==> src/rtl/td_err_retire.sv <==
module td_err_retire #(
  parameter int CNT_W   = 2,
  parameter int RUN_MAX = 6
) (
  input  logic             clk,
  input  logic             rst_n,
  input  logic             td_load,
  input  logic [CNT_W-1:0] load_cnt,
  input  logic             load_active,
  input  logic             xact_err,
  input  logic             rx_valid,
  input  logic             rx_bit,
  input  logic             rx_sync,
  input  logic             eof,
  input  logic             sts_clr,
  output logic [CNT_W-1:0] err_cnt,
  output logic             td_active,
  output logic             td_stalled,
  output logic             stuff_err,
  output logic             usb_err_sts,
  output logic             irq
);
  localparam int RUN_W = $clog2(RUN_MAX + 2);
  localparam logic [RUN_W-1:0] RUN_LAST = RUN_W'(RUN_MAX);
  localparam logic [RUN_W-1:0] RUN_SAT  = RUN_W'(RUN_MAX + 1);

  logic [RUN_W-1:0] ones;
  logic             pend;
  logic             bit_in, stuff_hit, err_evt, counting, last_one;

  assign bit_in    = rx_valid && !rx_sync;
  assign stuff_hit = bit_in && rx_bit && (ones == RUN_LAST);
  assign err_evt   = xact_err || stuff_hit;
  assign counting  = !td_load && err_evt && td_active && (err_cnt != '0);
  assign last_one  = counting && (err_cnt == CNT_W'(1));

  always_ff @(posedge clk or negedge rst_n) begin
    if (!rst_n) begin
      ones      <= '0;
      stuff_err <= 1'b0;
    end else begin
      stuff_err <= stuff_hit;
      if (rx_sync)
        ones <= '0;
      else if (rx_valid)
        ones <= !rx_bit ? '0 : (ones == RUN_SAT) ? RUN_SAT : ones + 1'b1;
    end
  end

  always_ff @(posedge clk or negedge rst_n) begin
    if (!rst_n) begin
      err_cnt    <= '0;
      td_active  <= 1'b0;
      td_stalled <= 1'b0;
    end else if (td_load) begin
      err_cnt    <= load_cnt;
      td_active  <= load_active;
      td_stalled <= 1'b0;
    end else if (counting) begin
      err_cnt <= err_cnt - 1'b1;
      if (last_one) begin
        td_active  <= 1'b0;
        td_stalled <= 1'b1;
      end
    end
  end

  always_ff @(posedge clk or negedge rst_n) begin
    if (!rst_n) begin
      pend        <= 1'b0;
      usb_err_sts <= 1'b0;
    end else begin
      pend <= last_one ? 1'b1 : eof ? 1'b0 : pend;
      if (eof && pend)
        usb_err_sts <= 1'b1;
      else if (sts_clr)
        usb_err_sts <= 1'b0;
    end
  end

  assign irq = usb_err_sts;
endmodule

==> config.mk <==
export PLATFORM = sky130hd
export DESIGN_NAME = td_err_retire
export DESIGN_NICKNAME = d
export VERILOG_FILES = /design/src/rtl/td_err_retire.sv
export SDC_FILE = /design/constraint.sdc
export NUM_CORES = 1
export LEC_CHECK = 0
export BUFFER_PORTS_ARGS = -buffer_cell sky130_fd_sc_hd__clkbuf_2
export CORE_MARGIN = 2
export CORE_UTILIZATION = 40
export DETAILED_ROUTE_END_ITERATION = 7
export GPL_ROUTABILITY_DRIVEN = 0
export HOLD_SLACK_MARGIN = 0.05
export PLACE_DENSITY = 0.66
export SLEW_MARGIN = 0
export SYNTH_ARGS = -nofsm -noshare
export SYNTH_HDL_FRONTEND = slang
export SYNTH_SLANG_ARGS = --single-unit
export TNS_END_PERCENT = 100
==> constraint.sdc <==
create_clock -name clk -period 3.4 [get_ports clk]
set_clock_uncertainty 0.05 [all_clocks]
set_input_delay 0.51 -clock clk [delete_from_list [all_inputs] [get_ports clk]]
set_output_delay 0.51 -clock clk [all_outputs]
set_load 0.01 [all_outputs]
## After elaboration in Yosys (flattened, before gate mapping)

Cells that the tools add are included.

- Register bits: 10
- Word-level logic and storage cells: 46

- $add $sub $neg: 2
- Eq/ne operators: 3
- Mux-type cells: 16
- Reductions and logical operators: 18

Operators with widths:

| cell | count |
|---|---|
| 3-bit 2-to-1 mux | 4 |
| 2-bit nonzero test | 6 |
| 1-bit 2-to-1 mux | 10 |
| 1-bit logical AND | 8 |
| 3-bit == test, second input constant | 2 |
| 2-bit 2-to-1 mux | 2 |
| 3-bit by 1-bit adder with 3-bit output, second input constant | 1 |
| 2-bit by 1-bit == test with 1-bit output, second input constant | 1 |
| 1-bit logical NOT | 2 |
| 2-bit AND reduction | 1 |
| 2-bit by 1-bit subtractor with 2-bit output, second input constant | 1 |
| 1-bit logical OR | 1 |

## Longest topological paths before layout

Gate-level depths: netlist of run 1.

- Depth after elaboration: 12
- Depth in mapped cells: 6
- Gate-level depth less buffers: 6

## Worst setup path after synthesis of run 1

Ideal clock, no wire load.

- Path type: reg2reg
- From: register err_cnt[0]
- To: register td_active
- Setup time: 0.121 ns
- Data arrival time: 1.423 ns
- Data required time: 3.229 ns
- Slack: 1.806 ns
- Stages on the path, launching flop included: 7
- Buffers on the path: 0
- Path through: dfrtp_1 inv_1 ha_1 and4bb_1 a31oi_2 or2_1 a22o_1

- Cells in the longest elaborated chain, start to end: 5
- Elaborated cells on any way between the ends: 7
- Classes of those cells: 1 x eq/ne; 6 x reduce/logical

RTL lines:

| what | line | RTL |
|---|---|---|
| start: declaration | 16 | `output logic [CNT_W-1:0] err_cnt,` |
| start signal: assignment | 56 | `err_cnt <= load_cnt;` |
| start signal: assignment | 60 | `err_cnt <= err_cnt - 1'b1;` |
| 2-bit nonzero test | 34 | `assign counting = !td_load && err_evt && td_active && (err_cnt != '0);` |
| 1-bit logical AND | 34 |  |
| 1-bit logical AND | 35 | `assign last_one = counting && (err_cnt == CNT_W'(1));` |
| 2-bit nonzero test (no line) | - |  |
| 2-bit AND reduction (no line) * | - |  |
| end signal: assignment | 57 | `td_active <= load_active;` |
| end: declaration | 17 | `output logic td_active,` |

Every way passes the cells marked *; elsewhere a longest branch is shown, timed or not.
A chain may end at the register's enable or synchronous reset.

## Worst setup path after layout of run 1

Same ends and word-level chain as after synthesis.

==> results.md, run 1 <==
* Status: finished, final reports clean
* Die width at 40.7 µm
* Flops & latches, synth at 10
* Clock power share at 0.385
* Largest net degree at the start of global routing at 11
* Root Buffer: clkbuf_4
* HP Class: input pin to register
* CTS Sinks at 10
* Post-synth EDFFs at 0
* WP buf/inv at 1
* Detailed Place HPWL at 757 µm
* Nets at 92
* Req. time, crit path at 3.51 ns
* Data arrival, critical path at 1.73 ns
* Initial core utilization at 0.420
* Min cycle time layout at 1.62 ns
* Max Freq at 619 MHz
* Port Buf Inserts at 18
* Final Slew Violations at 0
* Initial antenna violation count at 0
* Core footprint at 1280 µm²
* Drt wl/cell at 10.7 µm
* Worst vdd ir at 0.243 mV
* Hold_sp: eof
* Pwr dens at 407 nW/µm²
* Switching pwr at 0.0666 mW
* Crit. End Element: register
* Syn_nets at 70
* Vias per std cell at 4.91
* Period Utilization, post-route at 0.475
* Worst path max stage delay at 0.38 ns
* Crit path kind: register to register
* Overall global routing resource usage at 0.141
* Layout Utilization at 0.526
* Worst hold endpoint: pend
* Syn. warnings at 0
* Final Setup Violations at 0
* Synth-to-Final Area Change at 25.3%
* Remaining DRCs at 0
* Drt first pass iters at 4
* CTS buffer count at 3
* Ys async rst share at 1.00
* Num rows at 13
* Sw frac at 0.242
* Die area at 1660 µm²
* Synth cell types at 21
* Synth top area share at 0.464
* TNS Setup at 0 ns
* Clk buf depth at 2
* Prevailing post-synth register cell: dfrtp_1
* # hold bufs at CTS at 1
* Startpoint types: register
* Sequential area share after synthesis at 0.464
* Num ports at 19
* Slowest CP cell: dfrtp_1
* Die height at 40.7 µm
* Layout cell share with drive strength beyond 1 at 0.307
* Leakage at 0.348 nW
* Worst Tran Pin Value at 0.325 ns
* Clock transition at path regs at 0.07 ns
* Reg2reg start: err_cnt[0]
* List of most frequent post-synthesis cells: dfrtp_1, inv_1, nand2_1
* Max cap viols at 0
* Setup Buffers After CTS at 0
* First DRT Iteration DRCs at 8
* Crit-path max FO at 4
* Cells on worst reg2reg path at 6
* RSZ-0062 raised after global routing: false
* Final WL at 961 µm
* Vias in the first global route at 382
* CTS tree: done
* Mapped cell area at 539 µm²
* Vias at 442
* Final hold vios at 0
* R2R setup slack at 1.78 ns
* Largest cells by area after synthesis: dfrtp_1, ha_1, inv_1, nor2b_1, nand2_1
* Leading area contributor after synthesis: dfrtp_1
* H-tree Lvls at 1
* Worst r2r dst: td_active
* Count leader, synth: dfrtp_1
* Worst skew pair latency at 0.27 ns
* Fin cells at 90
* Slew Limit Headroom at 0.781
* Post-CTS resize count at 0
* Global-route wire length before repair at 1450 µm
* Pint at 0.208 mW
* Crit-path cells: inv_1 > ha_1 > and4bb_1 > a31oi_2 > or2_1 > a22o_1
* Sequential share of power at 0.472
* Ant diodes at 0
* Power share of the combinational group at 0.143
* Syn avg cell area at 9.99 µm²
* Post-Syn Instances at 54
* Final ANT Viol Nets at 0
* CP top delay family: simple AND/OR/NAND/NOR gates
* Dpl cells at 85
* GRT overflow at 0
* WHS Path Cells at 2
[layer usage]
metal  part of all wire  track usage
met2               0.49        0.226
met1               0.44        0.153
met5                  0            0
met4                  0       0.0250
met3              0.068       0.0978
[flip-flops by register name, summed over array words and instances (netlist names)]
register    cells
irq             1
td_stalled      1
err_cnt         2
td_active       1
ones            3
pend            1
stuff_err       1
[logic make-up (layout without fill, tap and decap cells)]
group / Yosys count / after routing / share of synthesized area
buf+inv: 9 / 30 / 0.0835
compound gates: 10 / 10 / 0.121
xor+xnor: 1 / 1 / 0.0162
flops: 10 / 10 / 0.464
fa+ha+maj: 4 / 4 / 0.0928
simple gates: 20 / 20 / 0.223
[worst max path at each step]
stage | start | endpoint | slack, ns | cells after the start
6_report | err_cnt[0] | td_active | 1.78 | 6
5_1_grt | ones[0] | td_active | 1.69 | 6
4_1_cts | err_cnt[0] | td_active | 1.78 | 6
3_5_place_dp | td_load | td_active | 1.69 | 5
3_3_place_gp | td_load | td_active | 1.72 | 5
2_1_floorplan | err_cnt[0] | td_active | 1.81 | 6
[worst register-to-register path, cell delays in order (launching register included)]
cell and delay (ns):
dfrtp_1 0.38, inv_1 0.08, ha_1 0.20, and4bb_1 0.28
a31oi_2 0.06, or2_1 0.26, a22o_1 0.20
[power groups by stage]
stage | combinational [mW] | sequential, mW | clock, mW
after floorplan | 0.0199 | 0.133 | 0
after global placement | 0.0379 | 0.131 | 0
after detailed placement | 0.0388 | 0.132 | 0
after CTS | 0.0399 | 0.130 | 0.110
after global routing | 0.0451 | 0.131 | 0.114
final | 0.0393 | 0.130 | 0.106
[cells in the final DEF (no fill, tap or decap), drive strengths merged]
master       Yosys  layout
clkbuf           0      22
dfrtp           10      10
inv              7       7
nand2            6       6
nor2b            4       4
a21oi            4       4
ha               4       4
o21ai            3       3
nand2b           2       2
nand3            2       2
and4             1       1
and4b            1       1
and4bb           1       1
a31oi            1       1
or2              1       1
xnor2            1       1
nor3             1       1
nand3b           1       1
o311ai           1       1
a22o             1       1
dlygate4sd3      0       1
[final cells by class]
type | count | area (µm²)
tap | 15 | 18.8
clock buffer | 4 | 36.3
sequential | 10 | 250
multi-input combinational | 35 | 244
timing repair buffer | 19 | 100
inverter | 7 | 26.3
fill | 127 | 609
[per-stage QoR]
stage                     setup slack (ns)  instance area [µm²]  power [mW]  hold WS (ns)
after floorplan                       1.81                  539       0.153         0.164
after global placement                1.72                  629       0.169         0.338
after detailed placement              1.69                  629       0.171         0.337
after CTS                             1.78                  676       0.280         0.378
after global routing                  1.69                  676       0.290         0.394
final                                 1.78                  676       0.275         0.383
No activity file was read; power rests on OpenSTA's default activity.
==> run 2, diff against run 1 <==
- clock period: 3.4 -> 1.7 ns (I/O delays scaled with it)
==> results.md, run 2 (synthesis gave the netlist of run 1 again) <==
* Num ports at 19 (unchanged)
* Design area at 681 µm² (+0.74%)
* Req. time, crit path at 1.80 ns (-1.71 ns)
* Initial core utilization at 0.420 (unchanged)
* Nets at 93 (+1.1%)
* Clk buf depth at 2 (unchanged)
* Commonest non-fill, non-tap cell in the layout: clkbuf_2
* Final WL at 937 µm (-2.5%)
* Data arrival, critical path at 1.71 ns (-0.02 ns)
* Crit. End Element: register
* Worst r2r dst: td_active
* Slew Limit Headroom at 0.813 (+0.0317)
* CTS buffer count at 3 (unchanged)
* Clock transition at path regs at 0.06 ns (about the same)
* CTS tree: done
* Die width at 40.7 µm (unchanged)
* Final ANT Viol Nets at 0 (unchanged)
* RSZ-0062 raised after global routing: false
* Vias per std cell at 4.90 (-0.23%)
* GRT overflow at 0 (unchanged)
* Reg2reg start: ones[0]
* Met2 GRT Util at 0.226 (unchanged)
* TNS Setup at 0 ns (unchanged)
* H-tree Lvls at 1 (unchanged)
* Worst setup startpoint: ones[0]
* Global-route wire length before repair at 1370 µm (-5.7%)
* Vias in the first global route at 346 (-9.4%)
* Drt wl/cell at 10.4 µm (-2.5%)
* Final Setup Violations at 0 (unchanged)
* Max Freq at 622 MHz (+0.51%)
* Leakage at 0.345 nW (-0.88%)
* Die area at 1660 µm² (unchanged)
* Status: finished, final reports clean
* First DRT Iteration DRCs at 3 (-5)
* Period Utilization, post-route at 0.946 (+0.471)
* Worst hold endpoint: pend
* Crit-path cells: inv_1 > ha_2 > and4b_1 > a31oi_4 > or2_1 > a22o_1
* Min cycle time layout at 1.61 ns (-0.00828 ns)
* Sw frac at 0.244 (+0.00147)
* Largest net degree at the start of global routing at 11 (unchanged)
* Hold_sp: eof
* Vias at 441 (-0.23%)
* Die height at 40.7 µm (unchanged)
* Max cap viols at 0 (unchanged)
* R2R setup slack at 0.09 ns (-1.69 ns)
* WHS Path Cells at 2 (unchanged)
* Commonest cells after routing, fill and taps aside: clkbuf_2, dfrtp_1, inv_1, nand2_1
* Worst Tran Pin Value at 0.278 ns (-0.0470 ns)
* Largest registers: ones: 3 flops, err_cnt: 2 flops
* Remaining DRCs at 0 (unchanged)
* Pwr dens at 721 nW/µm² (+77%)
* Crit path kind: register to register
* Worst skew pair latency at 0.26 ns (about the same)
* Clock power share at 0.302 (-0.083)
* HP Class: input pin to register
* Final hold vios at 0 (unchanged)
* Busiest layer in global routing: met2
* Detailed Place HPWL at 781 µm (+3.2%)
* Layout cell share with drive strength beyond 1 at 0.333 (+0.0267)
* Startpoint types: register
* Drt first pass iters at 4 (unchanged)
* Worst vdd ir at 0.439 mV (+80%)
* Pint at 0.371 mW (+78%)
* Cells on worst reg2reg path at 6 (unchanged)
* Ant diodes at 0 (unchanged)
* Root Buffer: clkbuf_4
* Core footprint at 1280 µm² (unchanged)
* Post-Place Cell Area at 629 µm² (unchanged)
* Slowest CP cell: dfrtp_1
* CTS Sinks at 10 (unchanged)
* Port Buf Inserts at 18 (unchanged)
* Num rows at 13 (unchanged)
* Met3 GRT Util at 0.0815 (-0.0163)
* Switching pwr at 0.120 mW (+79%)
* Crit-path max FO at 4 (unchanged)
* Largest Register: ones
* Max FFs per register at 3 (unchanged)
* Overall global routing resource usage at 0.136 (-0.00521)
* Power share of the combinational group at 0.169 (+0.026)
* Met1 usage at 0.138 (-0.0152)
* Initial antenna violation count at 0 (unchanged)
* Final Slew Violations at 0 (unchanged)
* Worst path max stage delay at 0.40 ns (+0.02 ns)
* Synth-to-Final Area Change at 26.2%
* Sequential share of power at 0.529 (+0.057)
## run 2: changes by cell type in the layout (fill, tap and decap cells not counted)
cell | previous run | this run
buf_4 | 0 | 1
inv_1 | 7 | 6
ha_2 | 0 | 1
a31oi_4 | 0 | 1
clkbuf_8 | 1 | 0
a31oi_2 | 1 | 0
ha_1 | 4 | 3
inv_2 | 0 | 1
## run 2: per-stage QoR
step           hold WS (ns)  setup slack [ns]  power (mW)  cells  utilization
2_1_floorplan       -0.0906             0.106       0.306     54            -
3_3_place_gp         0.0854             0.119       0.340     85        0.490
3_5_place_dp         0.0809            0.0870       0.341     85        0.490
4_1_cts               0.139            0.0900       0.496     89        0.515
5_1_grt               0.152           0.00518       0.525     90        0.530
6_report              0.141            0.0919       0.491     90        0.530
## run 2: worst max-delay path by stage
stage | to | depth (start not counted)
floorplan | td_active | 6
global placement | td_active | 6
detailed placement | td_active | 6
CTS | td_active | 6
global route | td_active | 6
finish | td_active | 6
## run 2: layer usage
metal / part of all wire / wire [µm] / vias to the layer above
met1: 0.41 / 383 / 204
met5: 0 / 0 / -
met3: 0.065 / 61 / 2
li1: - / - / 222
met2: 0.50 / 472 / 13
met4: 0.021 / 20 / 0
## run 2: timing repair
| action | CTS | global route |
|---|---|---|
| resized for setup | 0 | 3 |
| setup endpoints to repair | 0 | 1 |
| hold buffers | 1 | 0 |
| endpoints found under the hold margin | 10 | 0 |
| setup buffers | 0 | 1 |
## run 2: layout make-up
type	instances	area (µm²)
Clock buffer	3	22.5
Sequential cell	10	250
Multi-Input combinational cell	35	255
Timing Repair Buffer	20	108
Fill cell	119	604
Tap cell	15	18.8
Inverter	7	26.3
## run 2: power by group through the flow
stage / registers, mW / clock network (mW) / logic (mW)
after floorplan: 0.266 / 0 / 0.0397
after global placement: 0.263 / 0 / 0.0771
after detailed placement: 0.264 / 0 / 0.0777
after CTS: 0.259 / 0.156 / 0.0803
after global routing: 0.261 / 0.169 / 0.0949
final: 0.259 / 0.148 / 0.0828
## run 2: worst max-delay path, delay by kind of cell (launching register included)
family | cells | cell delay [ns]
AND/OR/NAND/NOR | 2 | 0.52
buffers and inverters | 1 | 0.07
flip-flops | 1 | 0.40
AO/OA/AOI/OAI | 2 | 0.30
adder cells (fa/ha/maj) | 1 | 0.16
==> run 3, diff against run 2 <==
- CORE_AREA: not set -> 2 2 39 41
- CORE_MARGIN: 2 -> not set
- CORE_UTILIZATION: 40 -> not set
- DIE_AREA: not set -> 0 0 41 43
- PLACE_DENSITY: 0.66 -> 0.67
==> results.md, run 3 (synthesis gave the netlist of run 1 again) <==
* Status: finished, final reports clean
* Worst skew pair latency at 0.26 ns (about the same)
* Vias per std cell at 4.46 (-8.9%)
* Clock transition at path regs at 0.06 ns (about the same)
* GRT overflow at 0 (unchanged)
* Global-route wire length before repair at 1430 µm (+4.5%)
* Vias in the first global route at 354 (+2.3%)
* H-tree Lvls at 1 (unchanged)
* Max Freq at 616 MHz (-0.87%)
* Commonest non-fill, non-tap cell in the layout: clkbuf_2
* Crit-path max FO at 4 (unchanged)
* Req. time, crit path at 1.79 ns (about the same)
* Num rows at 14 (+1)
* R2R setup slack at 0.08 ns (about the same)
* Vias at 406 (-7.9%)
* Root Buffer: clkbuf_4
* Worst path max stage delay at 0.36 ns (-0.04 ns)
* CTS buffer count at 3 (unchanged)
* Slew Limit Headroom at 0.779 (-0.0334)
* Cells on worst reg2reg path at 6 (unchanged)
* Die area at 1760 µm² (+6.4%)
* Period Utilization, post-route at 0.954 (+0.00829)
* CTS Sinks at 10 (unchanged)
* TNS Setup at 0 ns (unchanged)
* WP buf/inv at 1 (unchanged)
* Min cycle time layout at 1.62 ns (+0.0141 ns)
* Max cap viols at 0 (unchanged)
* Largest net degree at the start of global routing at 11 (unchanged)
* Drt wl/cell at 10.0 µm (-3.7%)
* HP Class: input pin to register
* Crit-path cells: inv_1 > ha_1 > and4bb_1 > a31oi_2 > or2_1 > a22o_1
* Data arrival, critical path at 1.71 ns (about the same)
* Final Setup Violations at 0 (unchanged)
* CP top delay family: simple AND/OR/NAND/NOR gates
* Slowest CP cell: dfrtp_1
* Largest registers: ones: 3 flops, err_cnt: 2 flops
* Final hold vios at 0 (unchanged)
* Leakage at 0.346 nW (+0.23%)
* Startpoint types: register
* Pwr dens at 736 nW/µm² (+2.1%)
* Port Buf Inserts at 18 (unchanged)
* Max FFs per register at 3 (unchanged)
* Drt first pass iters at 4 (unchanged)
* Remaining DRCs at 0 (unchanged)
* Core footprint at 1380 µm² (+7.7%)
* Die width at 41 µm (+0.70%)
* Commonest cells after routing, fill and taps aside: clkbuf_2, dfrtp_1, inv_1
* Final ANT Viol Nets at 0 (unchanged)
* Ant diodes at 0 (unchanged)
* Crit path kind: register to register
* Die height at 43 µm (+5.6%)
* Crit. End Element: register
* Clk buf depth at 2 (unchanged)
* Final WL at 912 µm (-2.7%)
* Worst setup startpoint: err_cnt[0]
* Num ports at 19 (unchanged)
* Initial core utilization at 0.390 (-0.0300)
* Worst vdd ir at 0.381 mV (-13%)
* Largest Register: ones
* Final Slew Violations at 0 (unchanged)
* Initial antenna violation count at 0 (unchanged)
* Synth-to-Final Area Change at 24.4%
* Critical path depth at 6 (unchanged)
* RSZ-0062 raised after global routing: false
* CTS tree: done
* Layout cell share with drive strength beyond 1 at 0.307 (-0.0267)
* Worst Tran Pin Value at 0.327 ns (+0.0494 ns)
* First DRT Iteration DRCs at 3 (unchanged)
* Nets at 93 (unchanged)
* Reg2reg start: err_cnt[0]
* Overall global routing resource usage at 0.127 (-0.00850)
* Layout Utilization at 0.485 (-0.0451)
* Worst Setup EP: td_active
* Post-CTS resize count at 0 (unchanged)
* Worst r2r dst: td_active
[run 3: cell counts in the layout (fill, tap and decap cells not counted)]
No cell type changed its count.
[run 3: worst register-to-register path, cell delays in order (launching register included)]
cell and delay, ns:
dfrtp_1 0.36, inv_1 0.07, ha_1 0.21, and4bb_1 0.28, a31oi_2 0.07, or2_1 0.26, a22o_1 0.21
[run 3: area by class of cell]
| class | count | area, µm² |
|---|---|---|
| clock buffers | 3 | 22.5 |
| fillers | 126 | 713 |
| inverters | 7 | 26.3 |
| multi-input cells | 35 | 244 |
| flip-flops and latches | 10 | 250 |
| well taps | 16 | 20.0 |
| repair buffers | 20 | 108 |
[run 3: worst min-delay path by stage]
| stage | start | end | cells after the start |
|---|---|---|---|
| detailed placement | rst_n | irq | 1 |
| global placement | rst_n | irq | 1 |
| CTS | sts_clr | irq | 2 |
| global route | sts_clr | irq | 2 |
| floorplan | rst_n | err_cnt[0] | 0 |
| finish | sts_clr | irq | 2 |
[run 3: metal layers]
| metal | vias up | wire, µm | GRT usage |
|---|---|---|---|
| li1 | 223 | - | - |
| met1 | 173 | 448 | 0.187 |
| met2 | 10 | 436 | 0.150 |
| met3 | 0 | 26 | 0.0157 |
| met4 | 0 | 0 | 0.120 |
| met5 | - | 0 | 0 |
[run 3: repair_timing]
action | in CTS | in global routing
endpoints found under the hold margin | 10 | 0
hold buffers | 1 | 0
endpoints found under the setup margin | 0 | 1
buffers inserted | 0 | 1
[run 3: through the flow]
step | hold WS (ns) | cells | cell area, µm² | power [mW] | setup slack [ns]
after CTS | 0.118 | 90 | 663 | 0.505 | 0.0547
after detailed placement | 0.0852 | 86 | 631 | 0.340 | 0.0603
after floorplan | -0.0906 | 54 | 539 | 0.306 | 0.106
after global placement | 0.0815 | 86 | 631 | 0.339 | 0.108
final | 0.131 | 91 | 671 | 0.494 | 0.0778
after global routing | 0.131 | 91 | 671 | 0.536 | 0.0145
[run 3: power breakdown]
part	total [mW]	internal [mW]	leakage (nW)	switching (mW)
clock	0.153	0.0813	0.0138	0.0720
sequential	0.258	0.250	0.133	0.00858
combinational	0.0822	0.0406	0.199	0.0416
total	0.494	0.372	0.346	0.122
